$ cat config.mk
export PLATFORM = sky130hd
export DESIGN_NAME = operand_fwd_unit
export DESIGN_NICKNAME = d
export VERILOG_FILES = /design/src/rtl/fwd_pkg.sv /design/src/rtl/fwd_match.sv /design/src/rtl/fwd_prio.sv /design/src/rtl/fwd_mux.sv /design/src/rtl/operand_fwd_unit.sv
export SDC_FILE = /design/constraint.sdc
export NUM_CORES = 1
export LEC_CHECK = 0
export ABC_AREA = 1
export BUFFER_PORTS_ARGS = -buffer_cell sky130_fd_sc_hd__clkbuf_2
export CAP_MARGIN = 20
export CORE_AREA = 2 2 96 98
export DETAILED_ROUTE_END_ITERATION = 12
export DIE_AREA = 0 0 98 100
export GPL_TIMING_DRIVEN = 0
export PLACE_DENSITY = 0.66
export SETUP_SLACK_MARGIN = 0.3
export SLEW_MARGIN = 15
export SYNTH_ARGS = -nofsm -noshare
export SYNTH_HDL_FRONTEND = slang
export SYNTH_SLANG_ARGS = --single-unit
$ cat constraint.sdc
create_clock -name vclk -period 2.1
set_clock_uncertainty 0.1 [all_clocks]
set_input_delay 0.105 -clock vclk [all_inputs]
set_output_delay 0.105 -clock vclk [all_outputs]
set_load 0.005 [all_outputs]
$ cat src/rtl/fwd_pkg.sv
package fwd_pkg;
  typedef enum logic [1:0] {
    SEL_RF  = 2'b00,
    SEL_WB  = 2'b01,
    SEL_AM  = 2'b10
  } fwd_sel_e;
endpackage

$ cat src/rtl/fwd_match.sv
// One comparator: does a producing stage supply this source register?
module fwd_match #(
  parameter int RAW = 5
) (
  input  logic           wr_en,
  input  logic [RAW-1:0] dst,
  input  logic [RAW-1:0] src,
  output logic           hit
);
  logic dst_nonzero;
  assign dst_nonzero = |dst;
  assign hit = wr_en && dst_nonzero && (dst == src);
endmodule

$ cat src/rtl/fwd_prio.sv
// Youngest producer wins.
module fwd_prio
  import fwd_pkg::*;
(
  input  logic     am_hit,
  input  logic     wb_hit,
  output fwd_sel_e sel
);
  always_comb begin
    if (am_hit)      sel = SEL_AM;
    else if (wb_hit) sel = SEL_WB;
    else             sel = SEL_RF;
  end
endmodule

$ cat src/rtl/fwd_mux.sv
module fwd_mux
  import fwd_pkg::*;
#(
  parameter int DW = 32
) (
  input  fwd_sel_e      sel,
  input  logic [DW-1:0] rf_val,
  input  logic [DW-1:0] am_val,
  input  logic [DW-1:0] wb_val,
  output logic [DW-1:0] y
);
  always_comb begin
    unique case (sel)
      SEL_AM:  y = am_val;
      SEL_WB:  y = wb_val;
      default: y = rf_val;
    endcase
  end
endmodule

$ cat src/rtl/operand_fwd_unit.sv
module operand_fwd_unit
  import fwd_pkg::*;
#(
  parameter int RAW = 5,
  parameter int DW  = 32
) (
  input  logic [RAW-1:0] ex_src_a,
  input  logic [RAW-1:0] ex_src_b,
  input  logic [DW-1:0]  rf_val_a,
  input  logic [DW-1:0]  rf_val_b,
  input  logic           am_wr_en,
  input  logic [RAW-1:0] am_dst,
  input  logic [DW-1:0]  am_result,
  input  logic           wb_wr_en,
  input  logic [RAW-1:0] wb_dst,
  input  logic           wb_is_load,
  input  logic [DW-1:0]  wb_load_word,
  input  logic [DW-1:0]  wb_alu_result,
  output logic [1:0]     sel_a,
  output logic [1:0]     sel_b,
  output logic [DW-1:0]  opnd_a,
  output logic [DW-1:0]  opnd_b
);
  localparam int NOPND = 2;

  logic [DW-1:0]  wb_data;
  logic [RAW-1:0] src   [NOPND];
  logic [DW-1:0]  rfv   [NOPND];
  fwd_sel_e       sel   [NOPND];
  logic [DW-1:0]  opnd  [NOPND];

  assign wb_data = wb_is_load ? wb_load_word : wb_alu_result;

  assign src[0] = ex_src_a;
  assign src[1] = ex_src_b;
  assign rfv[0] = rf_val_a;
  assign rfv[1] = rf_val_b;

  for (genvar i = 0; i < NOPND; i++) begin : g_opnd
    logic am_hit, wb_hit;
    fwd_match #(.RAW(RAW)) u_am_cmp (
      .wr_en(am_wr_en), .dst(am_dst), .src(src[i]), .hit(am_hit));
    fwd_match #(.RAW(RAW)) u_wb_cmp (
      .wr_en(wb_wr_en), .dst(wb_dst), .src(src[i]), .hit(wb_hit));
    fwd_prio u_prio (.am_hit(am_hit), .wb_hit(wb_hit), .sel(sel[i]));
    fwd_mux #(.DW(DW)) u_mux (
      .sel(sel[i]), .rf_val(rfv[i]), .am_val(am_result),
      .wb_val(wb_data), .y(opnd[i]));
  end

  assign sel_a  = sel[0];
  assign sel_b  = sel[1];
  assign opnd_a = opnd[0];
  assign opnd_b = opnd[1];
endmodule

* Word-level counts from Yosys, hierarchy flattened *
Index checks and enable logic that the tools add are counted.

word-level totals
  logic and storage cells = 23
  input bits = 183
  bits in registers = 0
  output and inout port bits = 68

cells by class
  reduce and logical (&&, ||, !) cells = 8
  eq/ne operators = 8
  muxes and demuxes = 7

operators with widths
  operator                                        count
  case mux 32 bit (2 select lines)                2
  2-to-1 mux 32 bit                               1
  == test 5 bit                                   4
  OR reduction 5 bit                              2
  logical AND 1 bit                               6
  == test 2 x 1 -> 1 bit (second input constant)  2
  == test 2 bit (second input constant)           2
  2-to-1 mux 2 bit                                2
  2-to-1 mux 1 bit                                2

* Depth between registers and ports, before layout *
Gate-level depths: netlist of run 1.

  depth after elaboration = 7
  mapped depth = 10
  depth with buffers taken out = 9

* Modules after synthesis *
From an unflattened synthesis of run 1, not the netlist that was laid out.

second synthesis, totals
  cell total of the unflattened synthesis = 646
  area total of the unflattened synthesis = 2748.9 µm²

by module, submodules not included
  module            instances  area an instance (µm²)  cells each  seq. area each (µm²)
  fwd_mux           2          878.3                   210         0.0
  operand_fwd_unit  1          491.7                   104         0.0
  fwd_match         4          116.4                   29          0.0
  fwd_prio          2          17.5                    3           0.0

* Least setup slack after synthesis of run 1 *
OpenSTA, ideal clock, no wires.

  path kind = input-to-output
  start point = in wb_is_load
  end point = out opnd_a[4]
  data required time = 1895 ps
  stages on the path = 5
  data arrival time = 1012 ps
  path slack = 883 ps
  path buffers = 2
  path through = clkbuf_1 buf_2 mux2_2 nand3_1 nand3_1

on the way
  longest elaborated chain between the ends = 2

RTL lines
  item                              RTL line                RTL
  start: declaration                operand_fwd_unit.sv:16  input logic wb_is_load,
  2-to-1 mux 32 bit                 operand_fwd_unit.sv:32  assign wb_data = wb_is_load ? wb_load_word : wb_alu_result;
  case mux 32 bit (2 select lines)  fwd_mux.sv:13           unique case (sel)
  end: declaration                  operand_fwd_unit.sv:21  output logic [DW-1:0] opnd_a,

No other way between the ends.

* Final worst setup path of run 1 *
  start point = in am_dst[1]
  end point = out opnd_b[7]

on the way
  longest elaborated chain between the ends = 6
  elaborated cells between the ends (all ways) = 8
  classes of those cells = eq/ne (3); mux (2); reduce/logical (3)

RTL lines
  item                                                            RTL line                RTL
  start: declaration                                              operand_fwd_unit.sv:12  input logic [RAW-1:0] am_dst,
  OR reduction 5 bit                                              fwd_match.sv:11         assign dst_nonzero = |dst;
  logical AND 1 bit                                               fwd_match.sv:12         assign hit = wr_en && dst_nonzero && (dst == src);
  logical AND 1 bit (*)                                           fwd_match.sv:12
  2-to-1 mux 2 bit (*)                                            fwd_prio.sv:10          if (am_hit) sel = SEL_AM;
  == test 2 x 1 -> 1 bit / == test 2 bit (equally long branches)  fwd_mux.sv:13
  case mux 32 bit (2 select lines) (*)                            fwd_mux.sv:13
  end: declaration                                                operand_fwd_unit.sv:22  output logic [DW-1:0] opnd_b

Every way passes the cells marked *; elsewhere a longest branch is shown, timed or not.

==> impl_metrics.yaml, run 1 <==
sta:
  maxSlewViolCount: 0
  min_period_ns: 1.65
  tightestPinTransition_ns: 0.304
  fin_setup_tns_ns: 0
  hold_viol: 0
  setup_slack_ns: 0.454
  max_freq_mhz: 608
  rsz0062_at_grt: "false"
  setup_viol: 0
  relSlewSlack: 0.797
  finalCritPeriodShare: 0.784
place:
  dp_hpwl_um: 10600
  dpl_cell_area_um2: 3800
  dp_slack_ns: 0.395
  gp_congestion: 0.900
  place_inst: 786
  port_buffers: 249
job:
  drv_cap: 0
cells_and_area:
  fillers: 1001
  drive_gt1_frac: 0.501
  fin_area_um2: 3820
  syn2layout_area_growth_pct: 58.5
  fin_nets: 862
  fin_cells: 788
  clock_buffers: 0
  seqCellArea_um2: 0
  seq_cells: 0
  multiInputGateArea_um2: 2010
  insertedDiodeCount: 0
yosys:
  synth.distinct_cells: 21
  postSynthAreaPerCell_um2: 5.66
  synth_top_area_frac: 0.402
  synthesis.nets: 609
  syn_area_um2: 2410
  netlist_instances: 426
  synth_common_cells: "194 x nand3_1, 103 x nand2_1, 32 x mux2_2"
  ys_warn_count: 0
  ys_seq_area_frac: 0
  yosys.area.top_type: "nand3_1"
  ys_top_cells_by_area: "nand3_1 40%, nand2_1 16%, mux2_2 15%"
  yosysMostFrequentCell: "nand3_1"
floorplan:
  die_area_um2: 9800
  start_util: 0.271
  rows: 35
  core_um2: 8890
  num_io_pins: 251
  die_y_um: 100
  die_w_um: 98
pwr:
  p_leak_nw: 2.18
  powerDensity_nw_per_um2: 170
  p_total_uw: 649
  peakVddDrop_v: 0.0000820
detailed_routing:
  wl_per_cell_um: 16.5
  antenna_left: 0
  wirelength_um: 13000
  vias: 4075
  drc: 0
  viasPerCell: 5.17
  first_iter_violations: 181
  firstDrtPassIters: 6
setup_path:
  critPathLaunch: "am_dst[1]"
  cpMostUsedCell: "nand3_1"
  path_class: "in2out"
  cp.required_ns: 1.89
  cp_cell_sequence: "clkbuf_2, nor2_1, nand3b_1, nand2_1, inv_2, nand3_1, buf_4, buf_6, nand3_1, nand3_1, clkbuf_2"
  cp_max_fo: 10
  path_buf_inv: 5
  slowest_stage: "buf_4"
  startpoint_type: "primary input"
  critPathArrivalTime_ns: 1.44
  cp_slowest_stage_delay_ns: 0.23
  cpLargestDelayFamily: "buffers and inverters"
  cp-end-kind: "output pin"
clock_network:
  holdBufCountCts: 0
global_routing:
  grt_pass1_vias: 3785
  grt_pass1_wl_um: 19500
  antenna_found_initial: 0
  grt_usage: 0.244
  grt_max_degree: 11
  grt_overflow: 0
hold_path:
  worstHoldStart: "am_result[23]"
  worstHoldPathType: "in2out"
status:
  status: "finished clean"
final timing paths:
kind	to	depth (start not counted)
setup / recovery	opnd_b[7]	11
hold / removal	opnd_b[23]	4
final cells by class:
cell class / count / area share
inverter: 18 / 0.0177
multi-input combinational: 369 / 0.526
buffer: 39 / 0.0900
tap: 111 / 0.0363
timing repair buffer: 251 / 0.330
through the flow:
| step | hold WS (ns) | util |
|---|---|---|
| 3_3_place_gp | 0.412 | 0.427 |
| 3_5_place_dp | 0.414 | 0.427 |
| 5_1_grt | 0.433 | 0.430 |
| 2_1_floorplan | 0.223 | - |
| 6_report | 0.414 | 0.430 |
| 4_1_cts | 0.414 | 0.427 |
kinds of logic after synthesis:
group / after synthesis / share of synthesized area
AOI/OAI and AO/OA: 1 / 0.00207
buffers and inverters: 57 / 0.166
xor gates and xnor gates: 12 / 0.0436
muxes: 32 / 0.149
and+or+nand+nor: 324 / 0.638
placed cells by master (no fill, tap or decap):
master and count:
nor2_4 2, o21ai_1 1, inv_2 7, nand3_1 194, nand3_4 2, nor2_1 13
clkbuf_2 249, nand2_2 1, nor2b_1 1, nor2_2 3, nand3_2 3, inv_1 11
buf_6 18, clkbuf_1 1, xnor2_1 6, buf_4 14, nand2_1 103, and2b_1 1
buf_2 5, nand3b_1 1, xor2_1 6, mux2_2 32, clkbuf_4 3
where the power goes:
group	internal, mW	leakage, nW	switching, mW
clock network	0	0	0
registers	0	0	0
logic	0.334	2.18	0.315
what timing repair did:
item / CTS / global route
buffers inserted: 0 / 2
resized for setup: 0 / 5
setup endpoints to repair: 0 / 27
hold endpoints to repair: 0 / 0
layer usage:
metal,vias to the layer above,routed length (um),global-route usage
li1,1965,-,-
met5,-,0,0
met4,0,155,0.0246
met1,1878,5340,0.320
met2,216,6460,0.445
met3,16,1010,0.0279
tightest hold or removal path, delay by kind of cell:
family | cells | cell delay, ns
buffers and inverters | 2 | 0.19
AND/OR/NAND/NOR | 2 | 0.12
Power figures use the tool's default switching activity.
==> run 2, diff against run 1 <==
- ABC_AREA: 1 -> 0
- CORE_AREA: 2 2 96 98 -> 2 2 97 99
- DIE_AREA: 0 0 98 100 -> 0 0 99 101
- PLACE_DENSITY: 0.66 -> 0.72
- clock period: 2.1 -> 1.7 ns (I/O delays scaled with it)
==> impl_metrics.yaml, run 2 <==
place:
  gp_congestion: 0.909
  port_buffers: 250
  dp_slack_ns: -0.529
  dp_hpwl_um: 12500
detailed_routing:
  met3_length_um: 1340
  viasPerCell: 6.45
  wl_met1_um: 6730
  wirelength_um: 17600
  firstDrtPassIters: 5
  wl_met2_um: 8950
  first_iter_violations: 206
  top_layer_used: "met4"
  vias: 5032
  antenna_left: 0
  wl_per_cell_um: 22.6
  drc: 0
sta:
  max_freq_mhz: 497
  finalCritPeriodShare: 1.18
  setup_slack_ns: -0.313
  rsz0062_at_grt: "true"
  hold_viol: 0
  tightestPinTransition_ns: 0.574
  relSlewSlack: 0.617
  maxSlewViolCount: 0
  setup_viol: 68
  fin_setup_tns_ns: -16.21
  min_period_ns: 2.01
yosys:
  synth.distinct_cells: 18
  ys_warn_count: 0
  netlist_instances: 401
  yosys.area.top_type: "o31ai_2"
  synth_common_cells: "64 x a31oi_1, 64 x and4_1, 64 x nand4_1"
  synthesis.nets: 584
  postSynthAreaPerCell_um2: 7.67
  syn_area_um2: 3080
  ys_seq_area_frac: 0
  ys_top_cells_by_area: "o31ai_2 23%, and4_1 18%, a31oi_1 13%"
  synth_top_area_frac: 0.228
cells_and_area:
  drive_gt1_frac: 0.688
  most-common-layout-cells: "213 x clkbuf_2, 64 x nand4_1, 56 x buf_2"
  seq_cells: 0
  final_core_util: 0.661
  seqCellArea_um2: 0
  insertedDiodeCount: 0
  fin_nets: 854
  final_common_cell: "clkbuf_2"
  syn2layout_area_growth_pct: 92.8
  clock_buffers: 0
floorplan:
  rows: 35
  die_w_um: 99
  num_io_pins: 251
  die_area_um2: 10000
  core_um2: 8980
  start_util: 0.343
  die_y_um: 101
status:
  status: "finished with violations"
  violations: "setup timing"
setup_path:
  slowest_stage: "or4_1"
  path_class: "in2out"
  startpoint_type: "primary input"
  cp-end-kind: "output pin"
  cp_slowest_stage_delay_ns: 0.51
  cp_cell_sequence: "buf_8, or4_1, o21a_1, and3_1, buf_6, buf_12, buf_12, o31ai_4, buf_2"
  cp_max_fo: 5
  cpMostUsedCell: "buf_12"
  cp.required_ns: 1.51
  critPathArrivalTime_ns: 1.83
pwr:
  powerDensity_nw_per_um2: 271
  peakVddDrop_v: 0.000128
  p_leak_nw: 2.57
global_routing:
  grt_pass1_wl_um: 25700
  grt_pass1_vias: 4969
  grt_usage: 0.316
  antenna_found_initial: 0
  grt_overflow: 0
  grt_max_degree: 11
job:
  drv_cap: 0
hold_path:
  worstHoldPathType: "in2out"
run 2: repair_timing:
action / in CTS / in global routing
setup buffers: 6 / 5
pin swaps: 18 / 13
hold buffers: 0 / 0
gates resized for setup: 158 / 168
endpoints found under the setup margin: 68 / 68
gates cloned: 5 / 2
run 2: cells by family after synthesis:
family,after synthesis,share of synthesized area
AOI/OAI and AO/OA,130,0.382
and+or+nand+nor,144,0.338
muxes,32,0.104
buffers and inverters,75,0.118
xor gates and xnor gates,20,0.0570
run 2: worst max-delay path: cells and delay by family:
family	cells	cell delay, ns
buffers and inverters	5	0.68
and+or+nand+nor	2	0.67
AOI/OAI and AO/OA	2	0.40
run 2: routing by layer:
metal  global-route usage  up-vias
met5                    0        -
met4               0.0980        0
met3               0.0326       59
met2                0.584      320
met1                0.383     2404
li1                     -     2249
run 2: cell type report:
class                      count  area [um^2]
fill                         772         3050
timing repair buffer         268         1560
multi-input combinational    326         3600
buffer                        75          634
tap                          111          139
run 2: report_power, final:
| part | switching, mW | leakage (nW) | internal (mW) |
|---|---|---|---|
| sequential | 0 | 0 | 0 |
| clock | 0 | 0 | 0 |
| combinational | 0.900 | 2.57 | 0.705 |
| total | 0.900 | 2.57 | 0.705 |
run 2: worst paths after layout:
check	start	endpoint	slack, ns	cells past startpoint
min	am_result[0]	opnd_b[0]	0.41	4
max	am_dst[4]	opnd_a[11]	-0.31	9
run 2: metrics by stage:
| stage | hold WS (ns) | power (mW) | cell area (um^2) | std cells |
|---|---|---|---|---|
| after floorplan | 0.185 | 0.612 | 3120 | 401 |
| after global placement | 0.391 | 1.16 | 4510 | 762 |
| after detailed placement | 0.393 | 1.18 | 4510 | 762 |
| after CTS | 0.401 | 1.39 | 5360 | 773 |
| after global routing | 0.432 | 1.69 | 5930 | 780 |
| final | 0.411 | 1.61 | 5930 | 780 |
==> run 3, diff against run 2 <==
- BUFFER_PORTS_ARGS: -buffer_cell sky130_fd_sc_hd__clkbuf_2 -> not set
- CORE_AREA: 2 2 97 99 -> 2 2 99 101
- DIE_AREA: 0 0 99 101 -> 0 0 101 103
- DONT_BUFFER_PORTS: not set -> 1
- PLACE_DENSITY: 0.72 -> not set
==> impl_metrics.yaml, run 3 (synthesis gave the netlist of run 2 again) <==
sta:
  setup_slack_ns: -0.0663
  rsz0062_at_grt: "true"
  relSlewSlack: 0.601
  maxSlewViolCount: 0
  finalCritPeriodShare: 1.04
  holdWs_ns: 0.210
  hold_viol: 0
  setup_viol: 59
  max_freq_mhz: 566
  min_period_ns: 1.77
  tightestPinTransition_ns: 0.599
detailed_routing:
  first_iter_violations: 266
  firstDrtPassIters: 5
  wl_per_cell_um: 32.7
  wirelength_um: 17200
  antenna_left: 0
  viasPerCell: 7.80
  vias: 4110
  drc: 0
place:
  port_buffers: 0
  dpl_cell_area_um2: 3260
  dp_hpwl_um: 11900
  dp_slack_ns: -0.375
  gp_congestion: 0.908
cells_and_area:
  fin_area_um2: 4970
  syn2layout_area_growth_pct: 61.8
  insertedDiodeCount: 0
  most-common-layout-cells: "64 x nand4_1, 62 x o31ai_4, 44 x and4_1"
  final_common_cell: "nand4_1"
  final_core_util: 0.526
  seq_cells: 0
  drive_gt1_frac: 0.557
  seqCellArea_um2: 0
  fillers: 839
  fin_nets: 598
  clock_buffers: 0
  multiInputGateArea_um2: 4080
pwr:
  peakVddDrop_v: 0.000146
  p_leak_nw: 1.51
  p_comb_frac: 1.000
  p_total_mw: 1.33
  switching_power_uw: 829
  intPower_uw: 503
  pwr-share-clk: 0
  switching_share: 0.622
  p_seq_frac: 0
  powerDensity_nw_per_um2: 268
setup_path:
  cpLargestDelayFamily: "simple AND/OR/NAND/NOR gates"
  path_class: "in2out"
  startpoint_type: "primary input"
  critPathArrivalTime_ns: 1.58
  cp-end-kind: "output pin"
  cp.required_ns: 1.51
  path_buf_inv: 2
  cp_slowest_stage_delay_ns: 0.52
  path_depth: 6
  slowest_stage: "or4_4"
  cp_max_fo: 5
  cp_cell_sequence: "or4_4, o21a_4, buf_6, clkbuf_16, and4_4, o31ai_4"
floorplan:
  die_w_um: 101
  die_y_um: 103
  rows: 36
  start_util: 0.325
  num_io_pins: 251
  core_um2: 9460
  die_area_um2: 10400
status:
  status: "finished with violations"
  violations: "setup timing"
global_routing:
  antenna_found_initial: 0
  grt_pass1_wl_um: 23300
  grt_overflow: 0
  grt_usage: 0.291
  grt_pass1_vias: 4030
  grt_max_degree: 11
hold_path:
  worstHoldPathType: "in2out"
  hold_depth: 2
job:
  drv_cap: 0
## run 3: cell count changes in the layout (fill, tap and decap cells not counted), moves of 16 or more
cell,delta
a31oi_4,+16
clkbuf_2,-196
buf_2,-53
o31ai_2,-21
o31ai_4,+21
a31oi_1,-21
## run 3: per-stage QoR
| stage | TNS [ns] | cells |
|---|---|---|
| global route | -3.61 | 527 |
| CTS | -3.45 | 524 |
| global placement | -15.21 | 515 |
| floorplan | 0 | 401 |
| detailed placement | -16.72 | 515 |
| finish | -1.82 | 527 |
## run 3: power by group through the flow
stage / Combinational, mW / Clock [mW] / Sequential [mW]
floorplan: 0.612 / 0 / 0
global placement: 0.841 / 0 / 0
detailed placement: 0.855 / 0 / 0
CTS: 1.09 / 0 / 0
global route: 1.40 / 0 / 0
finish: 1.33 / 0 / 0
## run 3: final timing paths
check / startpoint / endpoint / slack (ns)
min: am_result[18] / opnd_b[18] / 0.21
max: wb_dst[0] / opnd_a[19] / -0.07
## run 3: metal layers
metal | up-vias | GRT usage | share of wire
li1 | 1750 | - | -
met1 | 2018 | 0.355 | 0.37
met2 | 278 | 0.514 | 0.51
met3 | 64 | 0.0508 | 0.085
met4 | 0 | 0.103 | 0.035
met5 | - | 0 | 0
## run 3: area by class of cell
class,count,area share
Buffer,75,0.121
Multi-Input combinational cell,326,0.820
Tap cell,114,0.0287
Timing Repair Buffer,12,0.0309
## run 3: repair_timing
action                                  CTS  global route
endpoints found under the setup margin   68            68
pin swaps                                 7            24
gates cloned                              3             1
hold buffers                              0             0
buffers inserted                          6             2
resized for setup                       169           155
